### src/rtl/pair_issue_pkg.sv
package pair_issue_pkg;

   typedef enum logic [1:0] {
      CLS_ALU = 2'b00,
      CLS_MUL = 2'b01,
      CLS_LS  = 2'b10
   } op_class_e;

   localparam int SLOTS = 2;

endpackage

### src/rtl/issue_scoreboard.sv
module issue_scoreboard #(
   parameter int NREG   = 16,
   parameter int LAT_W  = 3,
   localparam int RIDX_W = $clog2(NREG)
) (
   input  logic                            clk,
   input  logic                            rst_n,
   input  logic                            flush,
   input  logic                            ld0,
   input  logic [RIDX_W-1:0]               ld0_reg,
   input  logic [LAT_W-1:0]                ld0_lat,
   input  logic                            ld1,
   input  logic [RIDX_W-1:0]               ld1_reg,
   input  logic [LAT_W-1:0]                ld1_lat,
   output logic [NREG-1:0][LAT_W-1:0]      cnt_o
);

   for (genvar r = 0; r < NREG; r++) begin : g_reg
      logic hit0, hit1;
      assign hit0 = ld0 && (ld0_reg == RIDX_W'(r));
      assign hit1 = ld1 && (ld1_reg == RIDX_W'(r));

      always_ff @(posedge clk or negedge rst_n) begin
         if (!rst_n)
            cnt_o[r] <= '0;
         else if (flush)
            cnt_o[r] <= '0;
         else if (hit0)
            cnt_o[r] <= ld0_lat;
         else if (hit1)
            cnt_o[r] <= ld1_lat;
         else if (cnt_o[r] != '0)
            cnt_o[r] <= cnt_o[r] - 1'b1;
      end
   end


   flush_clears_chk: assert property (@(posedge clk) disable iff (!rst_n)
      flush |=> (cnt_o == '0));


   distinct_load_chk: assert property (@(posedge clk) disable iff (!rst_n)
      (ld0 && ld1) |-> (ld0_reg != ld1_reg));

endmodule

### src/rtl/slot_hazard.sv
module slot_hazard #(
   parameter int NREG      = 16,
   parameter int LAT_W     = 3,
   parameter int FWD_LEVEL = 1,
   localparam int RIDX_W   = $clog2(NREG)
) (
   input  logic [NREG-1:0][LAT_W-1:0] cnt_i,
   input  logic                       srca_en,
   input  logic [RIDX_W-1:0]          srca,
   input  logic                       srcb_en,
   input  logic [RIDX_W-1:0]          srcb,
   input  logic                       dst_en,
   input  logic [RIDX_W-1:0]          dst,
   input  logic [LAT_W-1:0]           lat,
   output logic                       raw_clr,
   output logic                       waw_clr
);

   localparam logic [LAT_W-1:0] FWD = LAT_W'(FWD_LEVEL);

   logic a_rdy, b_rdy;

   if (FWD_LEVEL == 0) begin : g_exact
      assign a_rdy = (cnt_i[srca] == '0);
      assign b_rdy = (cnt_i[srcb] == '0);
   end else begin : g_fwd
      assign a_rdy = (cnt_i[srca] <= FWD);
      assign b_rdy = (cnt_i[srcb] <= FWD);
   end

   assign raw_clr = (!srca_en || a_rdy) && (!srcb_en || b_rdy);
   assign waw_clr = !dst_en || (cnt_i[dst] < lat);

endmodule

### src/rtl/pair_issue_ctl.sv
module pair_issue_ctl
   import pair_issue_pkg::*;
#(
   parameter int NREG      = 16,
   parameter int LAT_W     = 3,
   parameter int FWD_LEVEL = 1,
   localparam int RIDX_W   = $clog2(NREG)
) (
   input  logic              clk,
   input  logic              rst_n,
   input  logic              flush,
   input  logic              s0_vld,
   input  logic [1:0]        s0_cls,
   input  logic [RIDX_W-1:0] s0_dst,
   input  logic              s0_dst_en,
   input  logic [RIDX_W-1:0] s0_srca,
   input  logic              s0_srca_en,
   input  logic [RIDX_W-1:0] s0_srcb,
   input  logic              s0_srcb_en,
   input  logic [LAT_W-1:0]  s0_lat,
   input  logic              s1_vld,
   input  logic [1:0]        s1_cls,
   input  logic [RIDX_W-1:0] s1_dst,
   input  logic              s1_dst_en,
   input  logic [RIDX_W-1:0] s1_srca,
   input  logic              s1_srca_en,
   input  logic [RIDX_W-1:0] s1_srcb,
   input  logic              s1_srcb_en,
   input  logic [LAT_W-1:0]  s1_lat,
   output logic              grant0,
   output logic              grant1,
   output logic [1:0]        consumed
);

   if (NREG < 2 || NREG != (1 << RIDX_W)) begin : g_bad_nreg
      $error("pair_issue_ctl: NREG must be a power of two of at least 2");
   end
   if (LAT_W < 2) begin : g_bad_latw
      $error("pair_issue_ctl: LAT_W must be at least 2");
   end
   if (FWD_LEVEL < 0 || FWD_LEVEL >= (1 << LAT_W)) begin : g_bad_fwd
      $error("pair_issue_ctl: FWD_LEVEL out of counter range");
   end

   logic [NREG-1:0][LAT_W-1:0] sb_cnt;

   logic [SLOTS-1:0]             v_srca_en, v_srcb_en, v_dst_en;
   logic [SLOTS-1:0][RIDX_W-1:0] v_srca, v_srcb, v_dst;
   logic [SLOTS-1:0][LAT_W-1:0]  v_lat;
   logic [SLOTS-1:0]             raw_ok, waw_ok;

   assign v_srca_en = {s1_srca_en, s0_srca_en};
   assign v_srcb_en = {s1_srcb_en, s0_srcb_en};
   assign v_dst_en  = {s1_dst_en,  s0_dst_en};
   assign v_srca    = {s1_srca, s0_srca};
   assign v_srcb    = {s1_srcb, s0_srcb};
   assign v_dst     = {s1_dst,  s0_dst};
   assign v_lat     = {s1_lat,  s0_lat};

   for (genvar s = 0; s < SLOTS; s++) begin : g_slot
      slot_hazard #(
         .NREG      (NREG),
         .LAT_W     (LAT_W),
         .FWD_LEVEL (FWD_LEVEL)
      ) u_hz (
         .cnt_i   (sb_cnt),
         .srca_en (v_srca_en[s]),
         .srca    (v_srca[s]),
         .srcb_en (v_srcb_en[s]),
         .srcb    (v_srcb[s]),
         .dst_en  (v_dst_en[s]),
         .dst     (v_dst[s]),
         .lat     (v_lat[s]),
         .raw_clr (raw_ok[s]),
         .waw_clr (waw_ok[s])
      );
   end

   logic pair_dep, pair_struct_ok, go0, go1;

   assign pair_dep = s0_dst_en &&
                     ((s1_srca_en && (s1_srca == s0_dst)) ||
                      (s1_srcb_en && (s1_srcb == s0_dst)) ||
                      (s1_dst_en  && (s1_dst  == s0_dst)));

   assign pair_struct_ok = (s1_cls != CLS_MUL) &&
                           !((s0_cls == CLS_LS) && (s1_cls == CLS_LS));

   assign go0 = !flush && s0_vld && raw_ok[0] && waw_ok[0];
   assign go1 = go0 && s1_vld && raw_ok[1] && waw_ok[1] &&
                pair_struct_ok && !pair_dep;

   assign grant0   = go0;
   assign grant1   = go1;
   assign consumed = 2'(go0) + 2'(go1);

   issue_scoreboard #(
      .NREG  (NREG),
      .LAT_W (LAT_W)
   ) u_sb (
      .clk     (clk),
      .rst_n   (rst_n),
      .flush   (flush),
      .ld0     (go0 && s0_dst_en),
      .ld0_reg (s0_dst),
      .ld0_lat (s0_lat),
      .ld1     (go1 && s1_dst_en),
      .ld1_reg (s1_dst),
      .ld1_lat (s1_lat),
      .cnt_o   (sb_cnt)
   );


   pipe1_needs_pipe0_chk: assert property (@(posedge clk) disable iff (!rst_n)
      grant1 |-> grant0);


   mul_pipe0_only_chk: assert property (@(posedge clk) disable iff (!rst_n)
      grant1 |-> (s1_cls != CLS_MUL));


   single_ls_chk: assert property (@(posedge clk) disable iff (!rst_n)
      (grant0 && grant1) |-> !((s0_cls == CLS_LS) && (s1_cls == CLS_LS)));


   flush_no_grant_chk: assert property (@(posedge clk) disable iff (!rst_n)
      flush |-> (!grant0 && !grant1));


   src_ready_chk: assert property (@(posedge clk) disable iff (!rst_n)
      (grant0 && s0_srca_en) |-> (sb_cnt[s0_srca] <= LAT_W'(FWD_LEVEL)));


   waw_order_chk: assert property (@(posedge clk) disable iff (!rst_n)
      (grant0 && s0_dst_en) |-> (sb_cnt[s0_dst] < s0_lat));


   consumed_range_chk: assert property (@(posedge clk) disable iff (!rst_n)
      consumed != 2'd3);

endmodule

### config.mk
export PLATFORM = sky130hd
export DESIGN_NAME = pair_issue_ctl
export DESIGN_NICKNAME = d
export VERILOG_FILES = /design/src/rtl/pair_issue_pkg.sv /design/src/rtl/issue_scoreboard.sv /design/src/rtl/slot_hazard.sv /design/src/rtl/pair_issue_ctl.sv
export SDC_FILE = /design/constraint.sdc
export NUM_CORES = 1
export LEC_CHECK = 0
export BUFFER_PORTS_ARGS = -buffer_cell sky130_fd_sc_hd__buf_2
export CELL_PAD_IN_SITES_DETAIL_PLACEMENT = 0
export CELL_PAD_IN_SITES_GLOBAL_PLACEMENT = 1
export CORE_UTILIZATION = 43
export CTS_CLUSTER_SIZE = 24
export DETAILED_ROUTE_END_ITERATION = 10
export MAX_ROUTING_LAYER = met4
export PLACE_DENSITY = 0.86
export SYNTH_ARGS = -nofsm -noshare
export SYNTH_HDL_FRONTEND = slang
export SYNTH_SLANG_ARGS = --single-unit
### constraint.sdc
create_clock -name clk -period 5.7 [get_ports clk]
set_input_delay 1.14 -clock clk [delete_from_list [all_inputs] [get_ports clk]]
set_output_delay 1.14 -clock clk [all_outputs]
set_load 0.02 [all_outputs]
==> reports/metrics.csv, run 1 <==
metric;value;unit
final wirelength;24.4;mm
Synth area leaders;dfrtp_1 (20%), mux4_2 (15%), mux2i_1 (11%);
EDFF count, synth;0;
fraction of layout cells with a size suffix above 1;0.199;
Starting Density;0.446;
Cell variety after synth;70;
Remaining DRCs;0;
endpoints failing setup;0;
Int Pwr;1.66;mW
combinational power share;0.634;
worst hold margin;0.675;ns
initial antenna violation count;0;
total power draw;3.13;mW
DRT Pass-1 Iters;6;
clock sinks;48;
HP Class;reg -> reg;
crit path max fanout;11;
Max-Slew Margin vs Limit;0.148;
sw frac;0.469;
Max IR drop VDD;0.196;mV
Warnings, synthesis;0;
CP Data Arrival Time;4.38;ns
Num CTS Buffers;5;
Final Non-Filler Cells;885;
TritonCTS clock tree;built;
Die X;120;um
Final Util;0.493;
Final period util;0.969;
critical path class;in -> out;
Flop pwr share;0.246;
leak pwr;2.94;nW
Syn Inst Count;675;
final RePlAce weighted congestion;1.02;
FF-to-FF Start;u_sb.cnt_o[25];
Fill cells;1308;
Post-synth ARST share;1.00;
Reg clk slew, reported paths;0.07;ns
total track usage;0.362;
Post-Syn Nets;757;
Avg WL per Cell;27.6;um
die footprint;0.0144;sq mm
biggest regs;u_sb.cnt_o: 48 flops;
CP endpoint kind;primary output;
worst clock skew;0.00639;ns
cell area after synthesis;0.00598;sq mm
fmax;181;MHz
post-synth top area cell;dfrtp_1;
RSZ-0062 raised after global routing;false;
Sw Pwr;1.47;mW
Die Y;120;um
row cnt;42;
worst slew pin tran;1.28;ns
pwr/cell area;473;mW/mm^2
Reg2Reg Depth;12;
Clk Latency, worst-skew pair;0.30;ns
largest net degree at the start of global routing;49;
vias in the first global route;6120;
setup_tns;0;ns
top_reg_cell synth;dfrtp_1;
detailed-route via count;6238;
Cells after DPL;877;
sequential-to-total area share from yosys stat;0.201;
diodes inserted;0;
r2r endpoint;u_sb.cnt_o[12];
outcome;complete, no violations;
Post-CTS Hold Buffers;0;
num ports;49;
number of synthesized register bits;48;
starting DRC count in detailed routing;849;
post-layout min period;5.52;ns
Clock power frac;0.120;
FF-to-FF setup slack;1.43;ns
first-pass GRT wire length;37.5;mm
IO buf count;48;
max-cap violation count;0;
Core Region;0.0134;sq mm
max-slew violation count;0;
Mean Syn Cell Area;8.86;sq um
CP Data Required Time;4.56;ns
routed vias/inst;7.05;
Hold Path Sink;u_sb.cnt_o[33];
Area growth, synth to finish;10.6;%
clk buf depth;2;
post-synth top area share;0.201;
HPWL Detailed;18.6;mm
Worst setup SP type;primary input;
Detail Route Antenna Nets;0;
H-Tree Depth;2;
HP Start;u_sb.cnt_o[33];
hold path depth;2;
Largest Register;u_sb.cnt_o;
Largest register FFs;48;
GR Overflow Total;0;
NumNets Final;790;
Final Hold Viols;0;
root buffer cell;clkbuf_16;
cells in the mapped netlist, types with 3 or more instances:
| cell type | n |
|---|---|
| nand3_1 | 32 |
| o22ai_1 | 35 |
| and2_1 | 8 |
| a311oi_1 | 6 |
| o21ai_0 | 12 |
| buf_2 | 11 |
| and4_1 | 5 |
| buf_1 | 5 |
| mux2_2 | 5 |
| nand2b_1 | 4 |
| xnor2_1 | 3 |
| a2bb2oi_1 | 6 |
| dfrtp_1 | 48 |
| o211ai_1 | 3 |
| a2111o_1 | 3 |
| nor4_1 | 7 |
| nor2b_1 | 12 |
| nor2_1 | 41 |
| nor4b_1 | 3 |
| a41oi_1 | 6 |
| clkbuf_1 | 25 |
| and3_1 | 8 |
| nand4_1 | 21 |
| nand3b_1 | 3 |
| xor2_1 | 9 |
| a31oi_1 | 10 |
| nor3b_1 | 5 |
| or3_1 | 3 |
| nand2_1 | 54 |
| a311o_1 | 3 |
| nor3_1 | 13 |
| o32ai_1 | 3 |
| inv_1 | 63 |
| or2_2 | 9 |
| a32oi_1 | 3 |
| mux4_2 | 39 |
| ha_1 | 37 |
| a21oi_1 | 5 |
| o221ai_1 | 3 |
| mux2i_1 | 65 |
| a41o_1 | 4 |
logic make-up after synthesis:
kind of cell | share of synthesized area
and+or+nand+nor | 0.213
DFF | 0.201
xor gates and xnor gates | 0.0176
AOI/OAI and AO/OA | 0.157
muxes | 0.265
adders and majority gates | 0.0774
buffers and inverters | 0.0689
routing by layer:
metal | routed length (um) | part of all wire | GRT usage | vias to the layer above
met5 | 0 | 0 | - | -
met4 | 1070 | 0.044 | 0.145 | 0
met3 | 2750 | 0.11 | 0.0580 | 80
met2 | 11000 | 0.45 | 0.557 | 458
met1 | 9580 | 0.39 | 0.477 | 3049
li1 | - | - | - | 2651
cell type report:
| cell class | count | area, sq um | area share |
|---|---|---|---|
| Multi-Input combinational cell | 522 | 4380 | 0.662 |
| Sequential cell | 48 | 1200 | 0.182 |
| Timing Repair Buffer | 68 | 393 | 0.0594 |
| Inverter | 63 | 236 | 0.0358 |
| Tap cell | 176 | 220 | 0.0333 |
| Clock buffer | 7 | 153 | 0.0231 |
| Clock inverter | 1 | 30.0 | 0.00454 |
power groups by stage:
| stage | clock network, mW | logic (mW) | registers (mW) |
|---|---|---|---|
| detailed placement | 0 | 1.94 | 0.760 |
| global route | 0.390 | 2.17 | 0.777 |
| floorplan | 0 | 1.51 | 0.607 |
| CTS | 0.378 | 1.95 | 0.752 |
| finish | 0.376 | 1.98 | 0.770 |
| global placement | 0 | 1.81 | 0.772 |
how the worst max path moves through the flow:
stage | from | end | slack [ns]
after global placement | s0_dst[0] | consumed[0] | 0.22
after CTS | s0_dst[0] | consumed[0] | 0.08
after global routing | s0_dst[0] | consumed[0] | 0.03
final | s0_dst[0] | consumed[0] | 0.18
after detailed placement | s0_dst[0] | consumed[0] | 0.08
after floorplan | s0_dst[1] | consumed[0] | 0.02
layout by cell type, fill, tap and decap left out, types with 4 or more instances in the layout:
cell,count
inv_1,63
mux2i_1,65
mux2_2,5
o21ai_0,12
ha_1,36
a31oi_1,10
nand2b_1,4
nor2_1,41
clkbuf_16,5
a2bb2oi_1,6
nand2_1,54
and4_1,5
nor3b_1,5
dfrtp_1,48
nor3_1,13
mux4_2,39
and3_1,7
nor4_1,7
nor2b_1,12
a311oi_1,6
xor2_1,9
o22ai_1,35
a41o_1,4
nand4_1,21
or2_2,9
a41oi_1,6
a21oi_1,5
buf_4,20
nand3_1,32
buf_2,47
and2_1,8
worst max-delay path, cell delays in order:
cell and delay (ns):
clkbuf_4 0.26, mux4_2 0.54, mux4_2 0.49, ha_1 0.21
nor2_1 0.10, nand2_1 0.08, a2111oi_2 0.45, a21o_2 0.24
nor4b_4 0.25, and3_2 0.27, ha_4 0.20, buf_2 0.15
per-stage QoR:
stage	setup WS, ns	cell area, sq um
floorplan	0.0210	6020
global placement	0.223	6430
detailed placement	0.0828	6430
CTS	0.0819	6610
global route	0.0312	6610
finish	0.179	6610
what timing repair did:
action | in CTS | in global routing
setup buffers | 0 | 0
gates resized for setup | 0 | 1
endpoints found under the setup margin | 0 | 1
No activity file was read; power rests on OpenSTA's default activity.
==> run 2: changes to the inputs <==
--- a/config.mk
+++ b/config.mk
@@ -5,10 +5,11 @@
 export SDC_FILE = /design/constraint.sdc
 export NUM_CORES = 1
 export LEC_CHECK = 0
+export ABC_AREA = 1
 export BUFFER_PORTS_ARGS = -buffer_cell sky130_fd_sc_hd__buf_2
 export CELL_PAD_IN_SITES_DETAIL_PLACEMENT = 0
 export CELL_PAD_IN_SITES_GLOBAL_PLACEMENT = 1
-export CORE_UTILIZATION = 43
+export CORE_UTILIZATION = 39
 export CTS_CLUSTER_SIZE = 24
 export DETAILED_ROUTE_END_ITERATION = 10
 export MAX_ROUTING_LAYER = met4
==> run 2 against run 1 <==
Effect of this change:
- routed wire length decreased by 9.3%
- core utilization is 6.4 points lower
- die area is 20% higher
- non-clock buffer count shrank 15
- global-route usage decreased by 9.3 points
- power is 20% lower
- sequential cell count unchanged
- register-to-register slack gained 0.82 ns
- cell area grew 4.7%
- clock power down 16%
- area after synthesis grew 9.0%
- sequential power shrank 20%
==> reports/metrics.csv, run 2 <==
metric;value;unit;change
outcome;complete, no violations;;
commonest non-fill, non-tap cell in the layout;nand2_1;;
CP Data Arrival Time;4.01;ns;-0.37 ns
hold path depth;2;;unchanged
die footprint;0.0172;sq mm;+20%
Num CTS Buffers;5;;unchanged
Starting Density;0.404;;-0.0418
Post-CTS Hold Buffers;0;;unchanged
post-synth top area cell;dfrtp_1;;
starting DRC count in detailed routing;672;;-21%
FF-to-FF Start;u_sb.cnt_o[26];;
max-cap violation count;0;;unchanged
Final period util;0.904;;-0.0647
Avg WL per Cell;16.6;um;-40%
Critical Path End;consumed[0];;
setup_tns;0;ns;unchanged
largest net degree at the start of global routing;66;;+35%
number of post-CTS setup repair buffers;0;;unchanged
biggest regs;u_sb.cnt_o: 48 flops;;
row cnt;46;;+9.5%
fraction of layout cells with a size suffix above 1;0.0925;;-0.106
fmax;194;MHz;+7.2%
Worst path slowest cell;nor2_1;;
num ports;49;;unchanged
initial antenna violation count;0;;unchanged
TritonCTS clock tree;built;;
Post-synth ARST share;1.00;;unchanged
Area growth, synth to finish;6.30;%;
cell area after synthesis;0.00652;sq mm;+9.0%
Max-Slew Margin vs Limit;0.340;;+0.192
Detail Route Antenna Nets;0;;unchanged
number of synthesized register bits;48;;unchanged
Synth top cells by count;nand2_1 (284), nor2_1 (177), nand3_1 (151);;
Post-Syn Nets;1185;;+57%
Core Region;0.0161;sq mm;+20%
Cell variety after synth;33;;-53%
final RePlAce weighted congestion;0.954;;-6.6%
area of the multi-input gates;0.00450;sq mm;+2.7%
H-Tree Depth;2;;unchanged
DRT Pass-1 Iters;7;;+1
post-synth top area share;0.184;;-0.0166
Mean Syn Cell Area;5.91;sq um;-33%
Fill cells;1805;;+38%
Syn Inst Count;1103;;+63%
r2r endpoint;u_sb.cnt_o[8];;
Largest register FFs;48;;unchanged
Die Y;131;um;+9.5%
most frequent cells in the layout;nand2_1 (284), nor2_1 (177), nand3_1 (151), inv_1 (137), nand4_1 (85);;
leak pwr;3.64;nW;+24%
sequential-to-total area share from yosys stat;0.184;;-0.0166
Die X;131;um;+9.5%
Max stage delay on crit path;0.78;ns;+0.24 ns
Worst setup SP type;primary input;;
Final Hold Viols;0;;unchanged
Reg clk slew, reported paths;0.06;ns;about the same
most numerous cell in the Yosys netlist;nand2_1;;
endpoints failing setup;0;;unchanged
CP endpoint kind;primary output;;
Post-CTS Resized;0;;unchanged
max-slew violation count;0;;unchanged
HPWL Detailed;16.2;mm;-13%
Synth area leaders;dfrtp_1 (18%), nand2_1 (16%), nand3_1 (12%);;
GR Overflow Total;0;;unchanged
clk buf depth;2;;unchanged
RSZ-0062 raised after global routing;false;;
diodes inserted;0;;unchanged
total track usage;0.269;;-0.0931
total power draw;2.51;mW;-20%
clock sinks;48;;unchanged
critical path class;in -> out;;
CP Data Required Time;4.56;ns;about the same
Remaining DRCs;0;;unchanged
NumNets Final;1195;;+51%
Largest Register;u_sb.cnt_o;;
post-layout min period;5.15;ns;-0.369 ns
CP most frequent cell;nand2_1;;
HP Class;reg -> reg;;
Clk Latency, worst-skew pair;0.31;ns;about the same
crit path max fanout;13;;+2
Worst Setup SP;s0_dst[1];;
register area;0.00120;sq mm;unchanged
first-pass GRT wire length;36.4;mm;-3.0%
worst clock skew;0.00712;ns;+0.000733 ns
worst-path cell chain;buf_2, inv_1, nor2_1, nand2_1, o21ai_0, o21ai_0, nand4_1, ha_1, nand2_1, o21bai_1, nand2_1, nand2_2, nand2_4, nor2_4, ha_1, buf_2;;
root buffer cell;clkbuf_16;;
final wirelength;22.1;mm;-9.3%
Max IR drop VDD;0.150;mV;-23%
detailed-route via count;7358;;+18%
routed vias/inst;5.53;;-22%
Reg2Reg Depth;17;;+5
Warnings, synthesis;0;;unchanged
worst slew pin tran;0.986;ns;-0.289 ns
pwr/cell area;362;mW/mm^2;-23%
EDFF count, synth;0;;unchanged
top_reg_cell synth;dfrtp_1;;
FF-to-FF setup slack;2.25;ns;+0.82 ns
IO buf count;48;;unchanged
vias in the first global route;6831;;+12%
-- run 2: cell type report --
class / instances / share of cell area
Clock buffer: 8 / 0.0211
Multi-Input combinational cell: 863 / 0.649
Timing Repair Buffer: 53 / 0.0401
Inverter: 142 / 0.0770
Tap cell: 216 / 0.0390
Sequential cell: 48 / 0.173
-- run 2: metal layers --
layer	up-vias	routed length, um	share of wire	track usage
met5	-	0	0	-
met4	0	661	0.030	0.0937
met3	45	1680	0.076	0.0374
met2	303	9880	0.45	0.423
met1	3340	9910	0.45	0.354
li1	3670	-	-	-
-- run 2: per-stage QoR --
step                hold WS [ns]  setup WS, ns   util  cell area, sq um  cells
floorplan                  0.449         0.817      -              6520   1103
global placement           0.465         0.652  0.421              6780   1322
detailed placement         0.473         0.635  0.421              6780   1322
CTS                        0.491         0.601  0.430              6930   1330
global route               0.524         0.281  0.430              6930   1330
finish                     0.492         0.548  0.430              6930   1330
-- run 2: where the power goes --
part | switching (mW) | internal (mW) | leakage, nW | total [mW]
sequential | 0.136 | 0.483 | 0.612 | 0.619
combinational | 1.02 | 0.549 | 2.96 | 1.57
clock | 0.142 | 0.176 | 0.0712 | 0.317
total | 1.30 | 1.21 | 3.64 | 2.51
-- run 2: logic make-up (layout without fill, tap and decap cells) --
group,after synthesis,count (layout),synth area share
compound gates,88,88,0.0747
xor+xnor,2,2,0.00269
fa+ha+maj,37,37,0.0710
buf+inv,192,203,0.125
flops,48,48,0.184
simple gates,736,736,0.542
-- run 2: how the worst min path moves through the flow --
stage                        start  slack, ns             end
floorplan           u_sb.cnt_o[30]       0.45  u_sb.cnt_o[30]
global placement    u_sb.cnt_o[36]       0.46  u_sb.cnt_o[36]
detailed placement   u_sb.cnt_o[6]       0.47   u_sb.cnt_o[6]
CTS                  u_sb.cnt_o[6]       0.49   u_sb.cnt_o[6]
global route         u_sb.cnt_o[6]       0.52   u_sb.cnt_o[6]
finish               u_sb.cnt_o[6]       0.49   u_sb.cnt_o[6]
-- run 2: critical path, delay by kind of cell --
family,cells,cell delay (ns)
simple gates,8,1.47
buf+inv,3,0.58
compound gates,3,0.31
fa+ha+maj,2,0.49
==> run 3: changes to the inputs <==
--- a/config.mk
+++ b/config.mk
@@ -13,7 +13,7 @@
 export CTS_CLUSTER_SIZE = 24
 export DETAILED_ROUTE_END_ITERATION = 10
 export MAX_ROUTING_LAYER = met4
-export PLACE_DENSITY = 0.86
+export PLACE_DENSITY = 0.8
 export SYNTH_ARGS = -nofsm -noshare
 export SYNTH_HDL_FRONTEND = slang
 export SYNTH_SLANG_ARGS = --single-unit
==> run 3 against run 2 <==
Effect of this change:
- worst setup slack gained 0.25 ns
- critical path depth shrank 1
- clock power grew 9.1%
- critical path type unchanged
- die area is the same
- sequential share of layout area is essentially flat
- power grew 1.5%
- final cell count is essentially flat
==> reports/metrics.csv, run 3 (synthesized netlist as in run 2, its figures left out) <==
metric;value;unit;change
outcome;complete, no violations;;
CP Data Required Time;4.56;ns;about the same
starting DRC count in detailed routing;748;;+11%
CP endpoint kind;primary output;;
detailed-route via count;7340;;-0.24%
commonest non-fill, non-tap cell in the layout;nand2_1;;
Post-CTS Hold Buffers;0;;unchanged
HPWL Detailed;16.4;mm;+1.4%
largest net degree at the start of global routing;66;;unchanged
clk buf depth;2;;unchanged
routed vias/inst;5.52;;-0.17%
Starting Density;0.404;;unchanged
biggest regs;u_sb.cnt_o: 48 flops;;
Clk Latency, worst-skew pair;0.31;ns;about the same
post-layout min period;4.90;ns;-0.249 ns
worst clock skew;0.00858;ns;+0.00146 ns
final wirelength;22.3;mm;+0.79%
Final Hold Viols;0;;unchanged
Max-Slew Margin vs Limit;0.440;;+0.100
endpoints failing setup;0;;unchanged
Avg WL per Cell;16.8;um;+0.86%
num ports;49;;unchanged
Remaining DRCs;0;;unchanged
RSZ-0062 raised after global routing;false;;
Area growth, synth to finish;6.55;%;
row cnt;46;;unchanged
root buffer cell;clkbuf_16;;
pwr/cell area;367;mW/mm^2;+1.3%
met2 Resource Use GR;0.421;;-0.00177
HP Class;reg -> reg;;
gr busiest metal;met2;;
pre-CTS WS;0.863;ns;+0.229 ns
diodes inserted;0;;unchanged
worst slew pin tran;0.840;ns;-0.147 ns
most frequent cells in the layout;nand2_1 (284), nor2_1 (177), nand3_1 (151), inv_1 (137), nand4_1 (85);;
Largest register FFs;48;;unchanged
die footprint;0.0172;sq mm;unchanged
worst hold margin;0.481;ns;-0.0108 ns
Reg clk slew, reported paths;0.06;ns;about the same
Clock power frac;0.136;;+0.009
fmax;204;MHz;+5.1%
max-slew violation count;0;;unchanged
H-Tree Depth;2;;unchanged
Flop pwr share;0.241;;-0.006
leak pwr;3.65;nW;+0.27%
CP Data Arrival Time;3.76;ns;-0.25 ns
Die X;131;um;unchanged
Num CTS Buffers;5;;unchanged
Die Y;131;um;unchanged
fin worst setup slack;0.797;ns;+0.249 ns
Cells after DPL;1323;;+0.076%
IO buf count;48;;unchanged
max-cap violation count;0;;unchanged
Int Pwr;1.23;mW;+2.1%
Fill cells;1817;;+0.66%
DRT Pass-1 Iters;5;;-2
critical path class;in -> out;;
Max IR drop VDD;0.144;mV;-4.5%
Largest Register;u_sb.cnt_o;;
fraction of layout cells with a size suffix above 1;0.0934;;+0.000982
Post-CTS Resized;0;;unchanged
sw frac;0.516;;-0.00273
met1 Use GR;0.366;;+0.0122
number of post-CTS setup repair buffers;0;;unchanged
GR Overflow Total;0;;unchanged
Worst setup SP type;primary input;;
total track usage;0.270;;+0.000351
met3 usage;0.0274;;-0.0100
Final Non-Filler Cells;1329;;-0.075%
final RePlAce weighted congestion;1.01;;+6.2%
Core Region;0.0161;sq mm;unchanged
setup_tns;0;ns;unchanged
Final period util;0.860;;-0.0437
vias in the first global route;6574;;-3.8%
initial antenna violation count;0;;unchanged
first-pass GRT wire length;35.9;mm;-1.5%
TritonCTS clock tree;built;;
Sw Pwr;1.31;mW;+1.0%
combinational power share;0.623;;-0.004
clock sinks;48;;unchanged
NumNets Final;1196;;+0.084%
crit path max fanout;20;;+7
Detail Route Antenna Nets;0;;unchanged
-- run 3: layout make-up --
class / instances / area, sq um / area share
inverter: 142 / 533 / 0.0768
multi-input combinational: 863 / 4500 / 0.648
tap: 216 / 270 / 0.0389
clock buffer: 5 / 125 / 0.0180
sequential: 48 / 1200 / 0.173
timing repair buffer: 54 / 285 / 0.0411
clock inverter: 1 / 30.0 / 0.00433
-- run 3: worst paths after layout --
path | start | endpoint | slack [ns] | depth (start not counted)
max | s0_dst[0] | consumed[0] | 0.80 | 15
min | u_sb.cnt_o[36] | u_sb.cnt_o[36] | 0.48 | 2
max reg2reg | u_sb.cnt_o[35] | u_sb.cnt_o[5] | 2.25 | 14
min reg2reg | u_sb.cnt_o[36] | u_sb.cnt_o[36] | 0.48 | 2
max in group asynchronous | rst_n | u_sb.cnt_o[46] | 4.28 | 2
min in group asynchronous | rst_n | u_sb.cnt_o[33] | 0.96 | 2
-- run 3: metrics by stage --
step            util  cell area (sq um)  power (mW)
2_1_floorplan      -               6520        1.74
3_3_place_gp   0.421               6790        2.20
3_5_place_dp   0.421               6790        2.19
4_1_cts        0.431               6940        2.55
5_1_grt        0.431               6940        2.85
6_report       0.431               6940        2.55
-- run 3: power groups by stage --
stage / Sequential [mW] / Clock, mW / Combinational (mW)
after floorplan: 0.571 / 0 / 1.17
after detailed placement: 0.618 / 0 / 1.58
after global placement: 0.616 / 0 / 1.58
after global routing: 0.635 / 0.365 / 1.85
final: 0.614 / 0.346 / 1.59
after CTS: 0.612 / 0.353 / 1.58
-- run 3: worst max-delay path: stages --
cell and delay [ns]:
buf_2 0.24, nor2_1 0.37, clkinv_1 0.33, o22ai_1 0.23
o21ai_0 0.11, nand4_1 0.14, ha_1 0.24, nand2_1 0.07
o21bai_1 0.10, nand2_1 0.08, nand2_2 0.08, nand2_4 0.09
nor2_4 0.15, ha_1 0.24, buf_2 0.16
-- run 3: metal layers --
layer  routed length [um]  share of wire
met4                  481          0.022
met5                    0              0
met2                10100           0.45
met3                 1540          0.069
met1                10200           0.46
